<file path="config.mk">
export PLATFORM = sky130hd
export DESIGN_NAME = fracBaudGen
export DESIGN_NICKNAME = d
export VERILOG_FILES = /design/src/rtl/fbgPkg.sv /design/src/rtl/fbgCtrl.sv /design/src/rtl/fbgDatapath.sv /design/src/rtl/fracBaudGen.sv
export SDC_FILE = /design/constraint.sdc
export NUM_CORES = 1
export LEC_CHECK = 0
export BUFFER_PORTS_ARGS = -buffer_cell sky130_fd_sc_hd__buf_2
export CAP_MARGIN = 15
export CORE_ASPECT_RATIO = 1.75
export CORE_UTILIZATION = 54
export CTS_BUF_LIST = sky130_fd_sc_hd__clkbuf_16
export CTS_CLUSTER_DIAMETER = 80
export DETAILED_ROUTE_END_ITERATION = 10
export GPL_TIMING_DRIVEN = 0
export PLACE_DENSITY_LB_ADDON = 0.3
export SYNTH_ARGS = -nofsm -noshare
export SYNTH_HDL_FRONTEND = slang
export SYNTH_SLANG_ARGS = --single-unit
</file>
<file path="constraint.sdc">
create_clock -name clk -period 5.93 [get_ports clk]
set_input_delay 0.2965 -clock clk [delete_from_list [all_inputs] [get_ports clk]]
set_output_delay 0.2965 -clock clk [all_outputs]
set_load 0.01 [all_outputs]
</file>
<file path="src/rtl/fbgPkg.sv">
`timescale 1ns/1ps
package fbgPkg;
  parameter int CdW = 16;
  parameter int FpW = 3;
  parameter int MaxOs = 16;

  typedef enum logic [1:0] {
    SrcSys  = 2'd0,
    SrcDiv  = 2'd1,
    SrcNone = 2'd2,
    SrcExt  = 2'd3
  } srcSelT;

  // settings held for one divide period
  typedef struct packed {
    logic [1:0]     sel;
    logic           syncMode;
    logic           over;
    logic [CdW-1:0] cd;
    logic [FpW-1:0] fp;
  } cfgT;

  // strobes from control to datapath
  typedef struct packed {
    logic srcTick;
    logic run;
    logic restart;
  } strbT;
endpackage

</file>
<file path="src/rtl/fbgCtrl.sv">
`timescale 1ns/1ps
module fbgCtrl
  import fbgPkg::*;
#(
  parameter int Prescale   = 8,
  parameter int SyncStages = 2
) (
  input  logic           clk,
  input  logic           rstN,
  input  logic [1:0]     clkSel,
  input  logic           syncMode,
  input  logic           ovs8,
  input  logic [CdW-1:0] divInt,
  input  logic [FpW-1:0] divFrac,
  input  logic           sckIn,
  input  logic           atEnd,
  output cfgT            cfgQ,
  output strbT           strb
);
  localparam int PreW = (Prescale > 1) ? $clog2(Prescale) : 1;

  logic preTick;
  logic extTick;
  logic srcTick;
  logic idle;
  logic load;
  cfgT  rawCfg;

  // fixed prescaler for the divided system clock
  generate
    if (Prescale > 1) begin : g_pre
      logic [PreW-1:0] preCnt;
      always_ff @(posedge clk or negedge rstN) begin
        if (!rstN) preCnt <= '0;
        else if (preCnt == PreW'(Prescale - 1)) preCnt <= '0;
        else preCnt <= preCnt + PreW'(1);
      end
      assign preTick = (preCnt == PreW'(Prescale - 1));
    end else begin : g_nopre
      assign preTick = 1'b1;
    end
  endgenerate

  // external pin synchronizer and rising-edge detect
  logic [SyncStages:0] extQ;
  always_ff @(posedge clk or negedge rstN) begin
    if (!rstN) extQ <= '0;
    else extQ <= {extQ[SyncStages-1:0], sckIn};
  end
  assign extTick = extQ[SyncStages-1] & ~extQ[SyncStages];

  // settings as they would apply; external source bypasses division
  always_comb begin
    rawCfg.sel      = clkSel;
    rawCfg.syncMode = syncMode;
    rawCfg.over     = ovs8;
    rawCfg.cd       = (clkSel == SrcExt) ? CdW'(1) : divInt;
    rawCfg.fp       = (syncMode || clkSel == SrcExt) ? '0 : divFrac;
  end

  always_comb begin
    case (cfgQ.sel)
      SrcSys:  srcTick = 1'b1;
      SrcDiv:  srcTick = preTick;
      SrcExt:  srcTick = extTick;
      default: srcTick = 1'b0;
    endcase
  end

  assign idle = (cfgQ.cd == '0) || (cfgQ.sel == SrcNone);
  // reload only when stopped or at a terminal count
  assign load = idle || (srcTick && atEnd);

  always_ff @(posedge clk or negedge rstN) begin
    if (!rstN) cfgQ <= '0;
    else if (load) cfgQ <= rawCfg;
  end

  always_comb begin
    strb.srcTick = srcTick;
    strb.run     = !idle;
    strb.restart = load && (rawCfg != cfgQ);
  end
endmodule

</file>
<file path="src/rtl/fbgDatapath.sv">
`timescale 1ns/1ps
module fbgDatapath
  import fbgPkg::*;
(
  input  logic clk,
  input  logic rstN,
  input  cfgT  cfg,
  input  strbT strb,
  output logic atEnd,
  output logic sampleEn,
  output logic baudEn,
  output logic sckOut
);
  localparam int CntW = CdW + 1;
  localparam int OsW  = $clog2(MaxOs);

  logic [CntW-1:0] cnt;
  logic [CntW-1:0] periodLen;
  logic            stretch;
  logic [FpW-1:0]  acc;
  logic [FpW:0]    accSum;
  logic [OsW-1:0]  osCnt;
  logic [OsW-1:0]  osMax;
  logic            periodDone;
  logic [CdW-1:0]  ceilHalf;
  logic            sckMaster;
  logic            oddSys;
  logic            hiP;
  logic            hiN;

  // a carry out of the accumulator lengthens the next period by one tick
  assign periodLen  = {1'b0, cfg.cd} + CntW'(stretch);
  assign atEnd      = ((cnt + CntW'(1)) == periodLen);
  assign accSum     = {1'b0, acc} + {1'b0, cfg.fp};
  assign osMax      = cfg.over ? OsW'(MaxOs / 2 - 1) : OsW'(MaxOs - 1);
  assign periodDone = strb.srcTick && atEnd;

  always_ff @(posedge clk or negedge rstN) begin
    if (!rstN) begin
      cnt      <= '0;
      acc      <= '0;
      stretch  <= 1'b0;
      osCnt    <= '0;
      sampleEn <= 1'b0;
      baudEn   <= 1'b0;
    end else if (!strb.run) begin
      // stopped divider emits nothing
      cnt      <= '0;
      acc      <= '0;
      stretch  <= 1'b0;
      osCnt    <= '0;
      sampleEn <= 1'b0;
      baudEn   <= 1'b0;
    end else begin
      sampleEn <= periodDone;
      // baud on the last oversample, or every period when synchronous
      baudEn   <= periodDone && (cfg.syncMode || osCnt == osMax);
      if (strb.restart) begin
        cnt     <= '0;
        acc     <= '0;
        stretch <= 1'b0;
        osCnt   <= '0;
      end else if (strb.srcTick) begin
        if (atEnd) begin
          cnt     <= '0;
          acc     <= accSum[FpW-1:0];
          stretch <= accSum[FpW];
          osCnt   <= (osCnt == osMax) ? '0 : osCnt + OsW'(1);
        end else begin
          cnt <= cnt + CntW'(1);
        end
      end
    end
  end

  // serial clock output
  assign ceilHalf  = (cfg.cd >> 1) + CdW'(cfg.cd[0]);
  assign sckMaster = strb.run && cfg.syncMode && (cfg.sel != SrcExt) && (cfg.cd >= CdW'(2));
  assign oddSys    = (cfg.sel == SrcSys) && cfg.cd[0];

  always_ff @(posedge clk or negedge rstN) begin
    if (!rstN) hiP <= 1'b0;
    else hiP <= sckMaster && (cnt < {1'b0, ceilHalf});
  end

  always_ff @(negedge clk or negedge rstN) begin
    if (!rstN) hiN <= 1'b0;
    else hiN <= hiP;
  end

  // odd divisor on the system clock: trim half a cycle off the high phase
  assign sckOut = oddSys ? (hiP & hiN) : hiP;
endmodule

</file>
<file path="src/rtl/fracBaudGen.sv">
`timescale 1ns/1ps
module fracBaudGen
  import fbgPkg::*;
#(
  parameter int Prescale   = 8,
  parameter int SyncStages = 2
) (
  input  logic           clk,
  input  logic           rstN,
  input  logic [1:0]     clkSel,
  input  logic           syncMode,
  input  logic           ovs8,
  input  logic [CdW-1:0] divInt,
  input  logic [FpW-1:0] divFrac,
  input  logic           sckIn,
  output logic           sampleEn,
  output logic           baudEn,
  output logic           sckOut
);
  cfgT  cfgQ;
  strbT strb;
  logic atEnd;

  fbgCtrl #(
    .Prescale  (Prescale),
    .SyncStages(SyncStages)
  ) u_ctrl (
    .clk     (clk),
    .rstN    (rstN),
    .clkSel  (clkSel),
    .syncMode(syncMode),
    .ovs8    (ovs8),
    .divInt  (divInt),
    .divFrac (divFrac),
    .sckIn   (sckIn),
    .atEnd   (atEnd),
    .cfgQ    (cfgQ),
    .strb    (strb)
  );

  fbgDatapath u_dp (
    .clk     (clk),
    .rstN    (rstN),
    .cfg     (cfgQ),
    .strb    (strb),
    .atEnd   (atEnd),
    .sampleEn(sampleEn),
    .baudEn  (baudEn),
    .sckOut  (sckOut)
  );
endmodule

</file>
==> results.tsv <==
metric	value	unit
ys_warn_count	0	
clock_latency	340	ps
syn-instance-count	508	
worst_slack	1520	ps
routed_wl	12700	um
power_density	438	nW/um^2
antenna_left	0	
rows	44	
cts_tree	built	
dp_hpwl	9820	um
first_pass_iters	5	
use_met3	5.72	%
synth_top_area_share	30.6	%
met1_usage	31.4	%
grt_overflow	0	
cp.required	5630	ps
nets	603	
reg2regPathDepth	11	
finalClockSkew	7.58	ps
num_vias	4129	
synthesis.area	4660	um^2
grt_pass1_vias	4299	
area_delta_synth_final	14.0	%
htree_num_levels	3	
grt_max_degree	38	
die_w	72.2	um
criticalPathCategory	flop to output port	
drive_gt1_share	14.5	%
root_buffer	clkbuf_16	
min_to	u_ctrl.extQ[0]	
gp_congestion	0.920	
drt_iter0_drc	329	
ys_ff_latch	58	
ff2ff_setup_slack	2090	ps
max-vdd-ir-drop	0.369	mV
worst_pin_slew	904	ps
leakagePower	2.52	nW
postSynth.asyncResetShare	100	%
port_buffers	26	
slowest_stage	o41a_1	
run_status	complete, no violations	
setup_viol	0	
synth.top_cells.by_count	dfrtp_1, xnor2_1, nand2_1, nor2_1	
clock_path_buffers	2	
grt_pass1_wl	20900	um
timing.rr.start	u_ctrl.cfgQ[3]	
synth_area_leaders	dfrtp_1, xnor2_1, ha_1	
rsz0062_at_grt	false	
slowest_delay	330	ps
yosysMostFrequentCell	dfrtp_1	
antenna_cells	0	
path_cells	o41a_1 -> buf_2	
start_kind	flop	
min_path_type	primary input to flop	
cts_inserted_buffers	9	
initial_core_util	56.1	%
worst_ep_arrival_time	4110	ps
vias_per_cell	6.19	
hold_viol	0	
synth_nets	564	
p_total	2.33	mW
avgSynthCellArea	9.18	um^2
dieArea	9030	um^2
hold_slack	57.0	ps
timing.rr.end	u_dp.acc[1]	
ys.flop_type	dfrtp_1	
end_kind	output port	
core	8310	um^2
pin_count	29	
fin_setup_tns	0	ps
routedWlPerCell	19.0	um
cap_violations	0	
die_h	125	um
clk_pin_slew	50	ps
fill_cells	679	
yosys.area.top_type	dfrtp_1	
synth_edf_count	0	
antenna_found_initial	0	
cts_num_sinks	58	
synth.distinct_cells	74	
cts_setup_buffers	0	
yosysSeqAreaShare	31.1	%
gr-usage-all-layers	31.0	%
relSlewSlack	39.3	%
whs_path_depth	1	
cp_max_fo	1	
dp.cells	650	
grt_use_met2	53.8	%
busiest_layer	met2	
final_max_slew_viol_count	0	
place_ws	1870	ps
drc_errors	0	
final_cells	667	
hold_start	sckIn	
## critical path, delay by kind of cell, from the launching register on
family,cells,cell delay (ps)
compound gates,1,330
flops,1,320
buf+inv,1,150
## through the flow
| step | utilization (%) | area [um^2] |
|---|---|---|
| floorplan | - | 4660 |
| global placement | 59.4 | 4940 |
| detailed placement | 59.6 | 4960 |
| CTS | 64.0 | 5320 |
| global route | 64.0 | 5320 |
| finish | 64.0 | 5320 |
## state kept, by name, indices dropped and copies added (netlist names)
register and count:
u_dp.sampleEn 1, u_dp.osCnt 4, u_dp.hiN 1, u_dp.stretch 1, u_dp.acc 3, u_ctrl.cfgQ 23
u_dp.hiP 1, u_dp.baudEn 1, u_ctrl.extQ 3, u_ctrl.g_pre.preCnt 3, u_dp.cnt 17
## worst max path at each step
stage               startpoint  endpoint  cells past startpoint
detailed placement    u_dp.hiN    sckOut                      2
finish                u_dp.hiN    sckOut                      2
global placement          rstN  u_dp.hiN                      1
CTS                   u_dp.hiN    sckOut                      2
floorplan             u_dp.hiN    sckOut                      1
global route          u_dp.hiN    sckOut                      2
## repair_timing
action	in CTS	in global routing
gates resized for setup	0	0
hold buffers	1	0
endpoints found under the hold margin	21	0
## cell usage in the layout (no fill, tap or decap), types with 4 or more instances in the layout
cell / synthesis / layout
nor2_1: 31 / 31
xor2_1: 16 / 16
xnor2_1: 44 / 44
a21o_1: 16 / 16
o21ai_0: 11 / 11
nor3_1: 12 / 12
nand3_1: 26 / 26
a221o_1: 4 / 4
a21oi_1: 14 / 14
ha_1: 29 / 29
a21bo_2: 6 / 6
a22o_1: 7 / 7
and3_1: 4 / 4
nor2b_1: 4 / 4
buf_2: 15 / 41
and2_1: 6 / 6
clkbuf_16: 0 / 9
nand2_1: 34 / 34
nand3b_1: 4 / 4
inv_1: 29 / 29
dfrtp_1: 57 / 57
nand4_1: 16 / 16
clkbuf_1: 11 / 11
and4_1: 8 / 8
nand2b_1: 5 / 5
mux2i_1: 14 / 14
mux2_1: 9 / 9
nor4_1: 7 / 7
## where the power goes
part / internal, mW / switching [mW]
combinational: 0.450 / 0.684
clock: 0.414 / 0.206
sequential: 0.489 / 0.0853
## layout make-up
type                            count  area, um^2  share of cell area, %
Multi-Input combinational cell    390        2950                   55.4
Sequential cell                    58        1450                   27.3
Clock buffer                        9         225                   4.24
Timing Repair Buffer               28         160                   3.01
Buffer                             31         155                   2.92
Tap cell                          115         144                   2.71
Clock inverter                      7         125                   2.35
Inverter                           29         109                   2.05
## cell families (layout without fill, tap and decap cells)
group	after synthesis	in the layout	synth area share, %
and+or+nand+nor	178	178	21.6
AOI/OAI and AO/OA	96	96	15.5
xor gates and xnor gates	63	63	12.7
buffers and inverters	60	104	5.66
DFF	58	58	31.1
adders and majority gates	30	30	8.21
muxes	23	23	5.18
## metal layers
metal	share of wire, %	vias up
met5	0	-
met1	36	1985
met4	7.8	0
met3	4.2	66
li1	-	1924
met2	52	154
(Power assumes the default switching activity.)
